## src/rtl/pwm_pkg.sv

```systemverilog
package pwm_pkg;

  // Compare rule shared by every channel: lit while the step index
  // is below the code; codes at or beyond the period length are full on.
  function automatic logic duty_high(input int unsigned code,
                                     input int unsigned step,
                                     input int unsigned period);
    duty_high = (code >= period) || (step < code);
  endfunction

endpackage

```

## src/rtl/pwm_tick_sel.sv

```systemverilog
module pwm_tick_sel (
  input  logic clk,
  input  logic rst,
  input  logic int_tick,
  input  logic ext_tick,
  input  logic src_internal,
  output logic tick_q
);

  always_ff @(posedge clk) begin
    if (rst) tick_q <= 1'b0;
    else     tick_q <= src_internal ? int_tick : ext_tick;
  end


  sel_int_chk: assert property (@(posedge clk) disable iff (rst)
    (src_internal && !$past(rst)) |=> (tick_q == $past(int_tick)));


  sel_ext_chk: assert property (@(posedge clk) disable iff (rst)
    (!src_internal && !$past(rst)) |=> (tick_q == $past(ext_tick)));

endmodule

```

## src/rtl/pwm_period_cnt.sv

```systemverilog
module pwm_period_cnt #(
  parameter int PERIOD = 32,
  localparam int CNT_W = $clog2(PERIOD)
) (
  input  logic             clk,
  input  logic             rst,
  input  logic             tick,
  input  logic             clr,
  output logic [CNT_W-1:0] cnt,
  output logic             load
);

  localparam logic [CNT_W-1:0] LAST = CNT_W'(PERIOD - 1);

  logic at_end;

  always_comb begin
    at_end = tick && (cnt == LAST);
    load   = at_end || clr;
  end

  always_ff @(posedge clk) begin
    if (rst)         cnt <= '0;
    else if (clr)    cnt <= '0;
    else if (at_end) cnt <= '0;
    else if (tick)   cnt <= cnt + 1'b1;
  end


  clr_zero_chk: assert property (@(posedge clk) disable iff (rst)
    clr |=> (cnt == '0));


  idle_hold_chk: assert property (@(posedge clk) disable iff (rst)
    (!clr && !tick && !$past(rst)) |=> $stable(cnt));


  wrap_chk: assert property (@(posedge clk) disable iff (rst)
    (!clr && tick && cnt == LAST) |=> (cnt == '0));

endmodule

```

## src/rtl/pwm_channel.sv

```systemverilog
module pwm_channel #(
  parameter int CODE_W = 6,
  parameter int PERIOD = 32,
  localparam int CNT_W = $clog2(PERIOD)
) (
  input  logic              clk,
  input  logic              rst,
  input  logic              load,
  input  logic              en,
  input  logic [CODE_W-1:0] code_in,
  input  logic [CNT_W-1:0]  cnt,
  output logic              out_q
);
  import pwm_pkg::*;

  logic [CODE_W-1:0] code_act;
  logic              lit;

  always_ff @(posedge clk) begin
    if (rst)       code_act <= '0;
    else if (load) code_act <= code_in;
  end

  always_comb lit = duty_high(int'(code_act), int'(cnt), PERIOD);

  always_ff @(posedge clk) begin
    if (rst) out_q <= 1'b0;
    else     out_q <= en & lit;
  end


  dis_low_chk: assert property (@(posedge clk) disable iff (rst)
    !en |=> !out_q);


  code_hold_chk: assert property (@(posedge clk) disable iff (rst)
    (!load && !$past(rst)) |=> $stable(code_act));


  zero_dark_chk: assert property (@(posedge clk) disable iff (rst)
    (code_act == '0) |=> !out_q);


  full_on_chk: assert property (@(posedge clk) disable iff (rst)
    (en && code_act >= CODE_W'(PERIOD)) |=> out_q);

endmodule

```

## src/rtl/pwm_bank.sv

```systemverilog
module pwm_bank #(
  parameter int NUM_CH = 9,
  parameter int CODE_W = 6,
  parameter int PERIOD = 32,
  localparam int CNT_W = $clog2(PERIOD)
) (
  input  logic                     clk,
  input  logic                     rst,
  input  logic                     int_tick,
  input  logic                     ext_tick,
  input  logic                     src_internal,
  input  logic                     pin_rst_n,
  input  logic                     cnt_clr_en,
  input  logic [NUM_CH-1:0]        ch_en,
  input  logic [NUM_CH*CODE_W-1:0] code_flat,
  output logic [NUM_CH-1:0]        pwm_out
);

  logic             tick_q;
  logic             clr;
  logic             load;
  logic [CNT_W-1:0] cnt;

  always_comb clr = cnt_clr_en & ~pin_rst_n;

  pwm_tick_sel u_tick (
    .clk          (clk),
    .rst          (rst),
    .int_tick     (int_tick),
    .ext_tick     (ext_tick),
    .src_internal (src_internal),
    .tick_q       (tick_q)
  );

  pwm_period_cnt #(.PERIOD(PERIOD)) u_cnt (
    .clk  (clk),
    .rst  (rst),
    .tick (tick_q),
    .clr  (clr),
    .cnt  (cnt),
    .load (load)
  );

  for (genvar g = 0; g < NUM_CH; g++) begin : g_ch
    pwm_channel #(.CODE_W(CODE_W), .PERIOD(PERIOD)) u_ch (
      .clk     (clk),
      .rst     (rst),
      .load    (load),
      .en      (ch_en[g]),
      .code_in (code_flat[g*CODE_W +: CODE_W]),
      .cnt     (cnt),
      .out_q   (pwm_out[g])
    );
  end


  rst_dark_chk: assert property (@(posedge clk)
    rst |=> (pwm_out == '0));

endmodule

```

## config.mk

```make
export PLATFORM = sky130hd
export DESIGN_NAME = pwm_bank
export DESIGN_NICKNAME = d
export VERILOG_FILES = /design/src/rtl/pwm_pkg.sv /design/src/rtl/pwm_tick_sel.sv /design/src/rtl/pwm_period_cnt.sv /design/src/rtl/pwm_channel.sv /design/src/rtl/pwm_bank.sv
export SDC_FILE = /design/constraint.sdc
export NUM_CORES = 1
export LEC_CHECK = 0
export ABC_CLOCK_PERIOD_IN_PS = 4500
export BUFFER_PORTS_ARGS = -buffer_cell sky130_fd_sc_hd__clkbuf_2
export CORE_MARGIN = 4
export CORE_UTILIZATION = 35
export CTS_CLUSTER_DIAMETER = 150
export DETAILED_ROUTE_END_ITERATION = 6
export GPL_TIMING_DRIVEN = 0
export PLACE_DENSITY_LB_ADDON = 0.15
export SYNTH_ARGS = -nofsm -noshare
export SYNTH_HDL_FRONTEND = slang
export SYNTH_SLANG_ARGS = --single-unit
```

## constraint.sdc

```tcl
create_clock -name clk -period 4.5 [get_ports clk]
set_input_delay 0 -clock clk [delete_from_list [all_inputs] [get_ports clk]]
set_output_delay 0 -clock clk [all_outputs]
set_load 0.01 [all_outputs]
```

# Word-level counts from Yosys, hierarchy flattened
# Index checks and enable logic that the tools add are counted.
[word_totals] input_bits=70 mem_bits_ro=0 latchBits=0 output_inout_bits=9 mem_bits_rw=0 memories=0 register_bits=69
[classes] bitwise_logic=11 shift=0 muxes=1 n_reduce_logical=12 magnitude_cmp=18 div=0 eq_ne=1 mul=0 add_sub_neg=1
[ops] cell="6-bit greater-or-equal comparator, second input constant" n=9
[ops] cell="5-bit by 6-bit < comparator with 1-bit output" n=9
[ops] cell="1-bit AND" n=10
[ops] cell="1-bit logical OR" n=10
[ops] cell="5-bit by 1-bit adder with 5-bit output, second input constant" n=1
[ops] cell="5-bit == test, second input constant" n=1
[ops] cell="3-bit OR reduction" n=1
[ops] cell="1-bit logical AND" n=1
[ops] cell="1-bit 2-to-1 mux" n=1
[ops] cell="1-bit NOT" n=1

# Longest topological paths before layout
[logic_depth] word_depth=3 depth_mapped=9 mapped_depth_nobuf=7

# By module
# A second synthesis with hierarchy kept.
[hier_totals] hier_cells=360 area_unflattened_um2=3379.5
[modules_own_cells] module="pwm_channel" cells_per_inst=37 n_inst=9 area_each_um2=344.1
[modules_own_cells] module="pwm_period_cnt" cells_per_inst=23 n_inst=1 area_each_um2=235.2
[modules_own_cells] module="pwm_tick_sel" cells_per_inst=3 n_inst=1 area_each_um2=33.8
[modules_own_cells] module="pwm_bank" cells_per_inst=1 n_inst=1 area_each_um2=13.8

# Worst setup path after synthesis
# OpenSTA, ideal clock, no wires.
[synth_timing] path_kind="register to register" start="register u_cnt.cnt[1]" end="register g_ch[4].u_ch.code_act[4]" slack_ns=2.772 synth_period_minus_slack_ns=1.728 stages_incl_launch_ff=10 t_arrival_ns=1.597 cell_sequence="dfxtp_1 ha_1 and3_1 ha_1 nand2_4 o21a_4 buf_6 buf_8 nand2_2 a21oi_2"
[synth_between] elab_chain_cells=3
[synth_rtl] element="start: declaration" line_no="pwm_period_cnt.sv:9" text="output logic [CNT_W-1:0] cnt,"
[synth_rtl] element="start signal: assignment" line_no="pwm_period_cnt.sv:26" text="else if (tick) cnt <= cnt + 1'b1;"
[synth_rtl] element="5-bit == test" line_no="pwm_period_cnt.sv:18" text="at_end = tick && (cnt == LAST);"
[synth_rtl] element="1-bit logical AND" line_no="pwm_period_cnt.sv:18"
[synth_rtl] element="1-bit logical OR" line_no="pwm_period_cnt.sv:19" text="load = at_end || clr;"
[synth_rtl] element="end signal: assignment" line_no="pwm_channel.sv:21" text="else if (load) code_act <= code_in;"
[synth_rtl] element="end: declaration" line_no="pwm_channel.sv:16" text="logic [CODE_W-1:0] code_act;"
# No other way between the ends.
# A chain may end at the register's enable or synchronous reset.

# Worst setup path in the final report
[layout_timing] start="register u_cnt.cnt[1]" end="register g_ch[2].u_ch.code_act[1]"
[layout_between] elab_chain_cells=3
[layout_rtl] element="5-bit == test" line_no="pwm_period_cnt.sv:18"
[layout_rtl] element="1-bit logical AND" line_no="pwm_period_cnt.sv:18"
[layout_rtl] element="1-bit logical OR" line_no="pwm_period_cnt.sv:19"
[layout_rtl] element="end signal: assignment" line_no="pwm_channel.sv:21"
[layout_rtl] element="end: declaration" line_no="pwm_channel.sv:16"
# No other way between the ends.

==> flow_summary.rst <==
.. list-table::
   :header-rows: 1

   * - Metric
     - Value
   * - Outcome
     - finished clean
   * - Setup Fix Bufs, Post-CTS
     - 0
   * - Final GP Congestion
     - 0.789
   * - Required time at the worst-slack endpoint
     - 4780 ps
   * - Clock buffer count from CTS
     - 9
   * - Crit. End Element
     - register
   * - Max-Cap Viols
     - 0
   * - Remaining routing DRC violations
     - 0
   * - Synthesized instance count
     - 435
   * - Unrepaired setup endpoints after global routing
     - false
   * - Core Rows
     - 36
   * - Routed vias/inst
     - 4.45
   * - Worst stage delay on the critical path
     - 730 ps
   * - Via count of the first global-routing pass
     - 3254
   * - Total grt overflow
     - 0
   * - Violation count after the first detailed-routing iteration
     - 85
   * - Hold WC Path Type
     - input port to register
   * - Top-level I/O count
     - 79
   * - Most congested layer reported by global routing
     - met2
   * - Layout overhead on the synthesized area
     - 40.0%
   * - Netlist cell types
     - 28
   * - Maximum number of buffers from clock root to sink
     - 2
   * - Number of nets still failing antenna checks after routing
     - 0
   * - Final period util
     - 46.6%
   * - CTS tree
     - done
   * - Wire length of the first global-routing pass
     - 14.9 mm
   * - Effective utilization at floorplan
     - 36.3%
   * - Startpoint-to-endpoint class of the critical path
     - register to register
   * - CORE AREA
     - 0.00986 mm²
   * - Number of buffers added on ports
     - 78
   * - Power consumption
     - 1.46 mW
   * - Synthesized area
     - 0.00358 mm²
   * - Most used cells in the layout excluding fill and tap cells
     - sky130_fd_sc_hd__nand2_1, sky130_fd_sc_hd__clkbuf_2, sky130_fd_sc_hd__dfxtp_1
   * - Final hold viol count
     - 0
   * - Most common cell after layout, fill and taps aside
     - sky130_fd_sc_hd__nand2_1
   * - GRT Overall Usage
     - 16.0%
   * - Root cell of the clock tree
     - sky130_fd_sc_hd__clkbuf_8
   * - Reported leakage power
     - 2.23 nW
   * - Number of levels in the clock H-tree
     - 3
   * - Cell with the largest stage delay on the worst path
     - sky130_fd_sc_hd__dfxtp_1
   * - Met2 capacity usage during global routing
     - 27.1%
   * - Clock-pin slew of the registers on the worst-case setup and hold paths
     - 80 ps
   * - Total Routed Length
     - 9.03 mm
   * - Fraction of layout instances using a drive strength above 1
     - 24.7%
   * - Measured slew at the worst slew-check pin
     - 650 ps
   * - Aggregate negative setup slack
     - 0 ps
   * - WL/cell
     - 12.4 µm
   * - Width of the die
     - 109 µm
   * - Time the final worst path needs with I/O delays and setup
     - 2100 ps
   * - Average cell area after synthesis
     - 8.24 µm²
   * - Num Clock Sinks
     - 69
   * - Net count of the mapped netlist
     - 543
   * - Synthesis-stage register bit count
     - 69
   * - Fmax
     - 477 MHz
   * - Fin nets
     - 697
   * - CP arrival
     - 2380 ps
   * - Met1 global-route usage
     - 19.9%
   * - Crit start category
     - register
   * - Count of antenna diodes in the layout
     - 0
   * - Maximum number of pins on one net before global-route repair
     - 13
   * - Router iterations before antenna repair
     - 4
   * - Yosys synthesis warning count
     - 0
   * - Worst-Skew Late Latency
     - 350 ps
   * - List of cells traversed by the critical path
     - ha_1 > and3_1 > ha_1 > nand2_4 > o21ai_4 > buf_6 > buf_6 > nand2_1 > a21oi_2
   * - Die height
     - 109 µm
   * - Pwr Density
     - 291 mW/mm²
   * - Seq/Total Area, Yosys
     - 38.5%
   * - Final setup skew
     - 11.0 ps
   * - DP HPWL
     - 6.33 mm
   * - Largest vdd supply drop
     - 0.000188 V
   * - Met3 track utilization from global routing
     - 3.85%
   * - Final count of negative-setup-slack endpoints
     - 0
   * - Largest fanout on the critical path
     - 12
   * - Die area
     - 0.0119 mm²
   * - Total via count in the routed design
     - 3237
   * - Max-Slew Margin vs Limit
     - 56.6%
   * - Initial antenna violation count
     - 0
   * - Max-slew violation count
     - 0
[layer usage]
metal,wire [µm],vias up,share of wire (%)
met2,4230,71,47
met5,0,-,0
met1,4210,1424,47
li1,-,1726,-
met3,431,16,4.8
met4,157,0,1.7
[final timing paths]
kind,slack (ps),to,cells past startpoint,start
min reg2reg,450,g_ch[5].u_ch.code_act[0],2,g_ch[5].u_ch.code_act[0]
max,2400,g_ch[2].u_ch.code_act[1],9,u_cnt.cnt[1]
max reg2reg,2400,g_ch[2].u_ch.code_act[1],9,u_cnt.cnt[1]
min,20,g_ch[5].u_ch.out_q,3,rst
[flip-flops by register name, indices dropped and copies added, names as in the netlist]
register and cells:
g_ch.u_ch.code_act 54, g_ch.u_ch.out_q 9, u_tick.tick_q 1, u_cnt.cnt 5
[timing repair]
item,in CTS,in global routing
resized for setup,0,0
endpoints found under the setup margin,0,0
endpoints found under the hold margin,64,0
hold buffers,65,0
[through the flow]
step / util (%) / area, µm² / setup WS, ps / cells / hold slack (ps)
after floorplan: - / 3580 / 2770 / 435 / 129
after global placement: 42.0 / 4140 / 2400 / 646 / 230
after detailed placement: 42.0 / 4140 / 2400 / 646 / 230
after CTS: 50.9 / 5020 / 2380 / 727 / 14.7
after global routing: 50.9 / 5020 / 2240 / 727 / 37.8
final: 50.9 / 5020 / 2400 / 727 / 17.1
[area by class of cell]
type | count | area (µm²)
fill | 1000 | 4850
multi-input combinational | 290 | 1800
sequential | 69 | 1380
timing repair buffer | 143 | 1040
buffer | 30 | 226
inverter | 46 | 173
tap | 133 | 166
clock buffer | 12 | 155
clock inverter | 4 | 70.1
[cell families (layout without fill, tap and decap cells)]
| group | after synthesis | in the layout | share of synthesized area, % |
|---|---|---|---|
| DFF | 69 | 69 | 38.5 |
| and+or+nand+nor | 145 | 145 | 18.3 |
| buffers and inverters | 76 | 235 | 11.1 |
| AOI/OAI and AO/OA | 101 | 101 | 17.2 |
| muxes | 3 | 3 | 0.838 |
| xor gates and xnor gates | 3 | 3 | 0.733 |
| adders and majority gates | 38 | 38 | 13.3 |
[synth_stat cells]
| cell type | n | area, µm² |
|---|---|---|
| sky130_fd_sc_hd__nand2_1 | 99 | 372 |
| sky130_fd_sc_hd__dfxtp_1 | 69 | 1380 |
| sky130_fd_sc_hd__a21oi_1 | 57 | 285 |
| sky130_fd_sc_hd__inv_1 | 45 | 169 |
| sky130_fd_sc_hd__ha_1 | 38 | 475 |
| sky130_fd_sc_hd__nand2b_1 | 18 | 113 |
| sky130_fd_sc_hd__a21oi_2 | 15 | 131 |
| sky130_fd_sc_hd__nand2_2 | 10 | 62.6 |
| sky130_fd_sc_hd__nand4_1 | 10 | 62.6 |
| sky130_fd_sc_hd__a21o_1 | 9 | 67.6 |
| sky130_fd_sc_hd__a31oi_1 | 9 | 56.3 |
| sky130_fd_sc_hd__buf_4 | 9 | 67.6 |
| sky130_fd_sc_hd__buf_6 | 8 | 90.1 |
| sky130_fd_sc_hd__o21ai_0 | 8 | 40.0 |
| sky130_fd_sc_hd__buf_2 | 7 | 35.0 |
| sky130_fd_sc_hd__clkbuf_1 | 5 | 18.8 |
| sky130_fd_sc_hd__nor3_1 | 5 | 25.0 |
| sky130_fd_sc_hd__mux2i_1 | 3 | 30.0 |
| sky130_fd_sc_hd__xor2_1 | 2 | 17.5 |
| sky130_fd_sc_hd__and3_1 | 1 | 6.26 |
| sky130_fd_sc_hd__buf_8 | 1 | 15.0 |
| sky130_fd_sc_hd__inv_2 | 1 | 3.75 |
| sky130_fd_sc_hd__nand2_4 | 1 | 11.3 |
| sky130_fd_sc_hd__nor2_1 | 1 | 3.75 |
| sky130_fd_sc_hd__o21a_4 | 1 | 15.0 |
| sky130_fd_sc_hd__o21ai_1 | 1 | 5.00 |
| sky130_fd_sc_hd__o21ai_4 | 1 | 16.3 |
| sky130_fd_sc_hd__xnor2_1 | 1 | 8.76 |
[report_power, final]
part           switching, mW  internal (mW)  total (mW)
clock                  0.238          0.341       0.579
sequential            0.0152          0.640       0.656
combinational          0.102          0.123       0.225
[critical path: cells and delay by family (launching register included)]
kind	cells	cell delay [ps]
DFF	1	730
buffers and inverters	2	330
and+or+nand+nor	3	300
adders and majority gates	2	470
AOI/OAI and AO/OA	2	210
No activity file was read; power rests on OpenSTA's default activity.
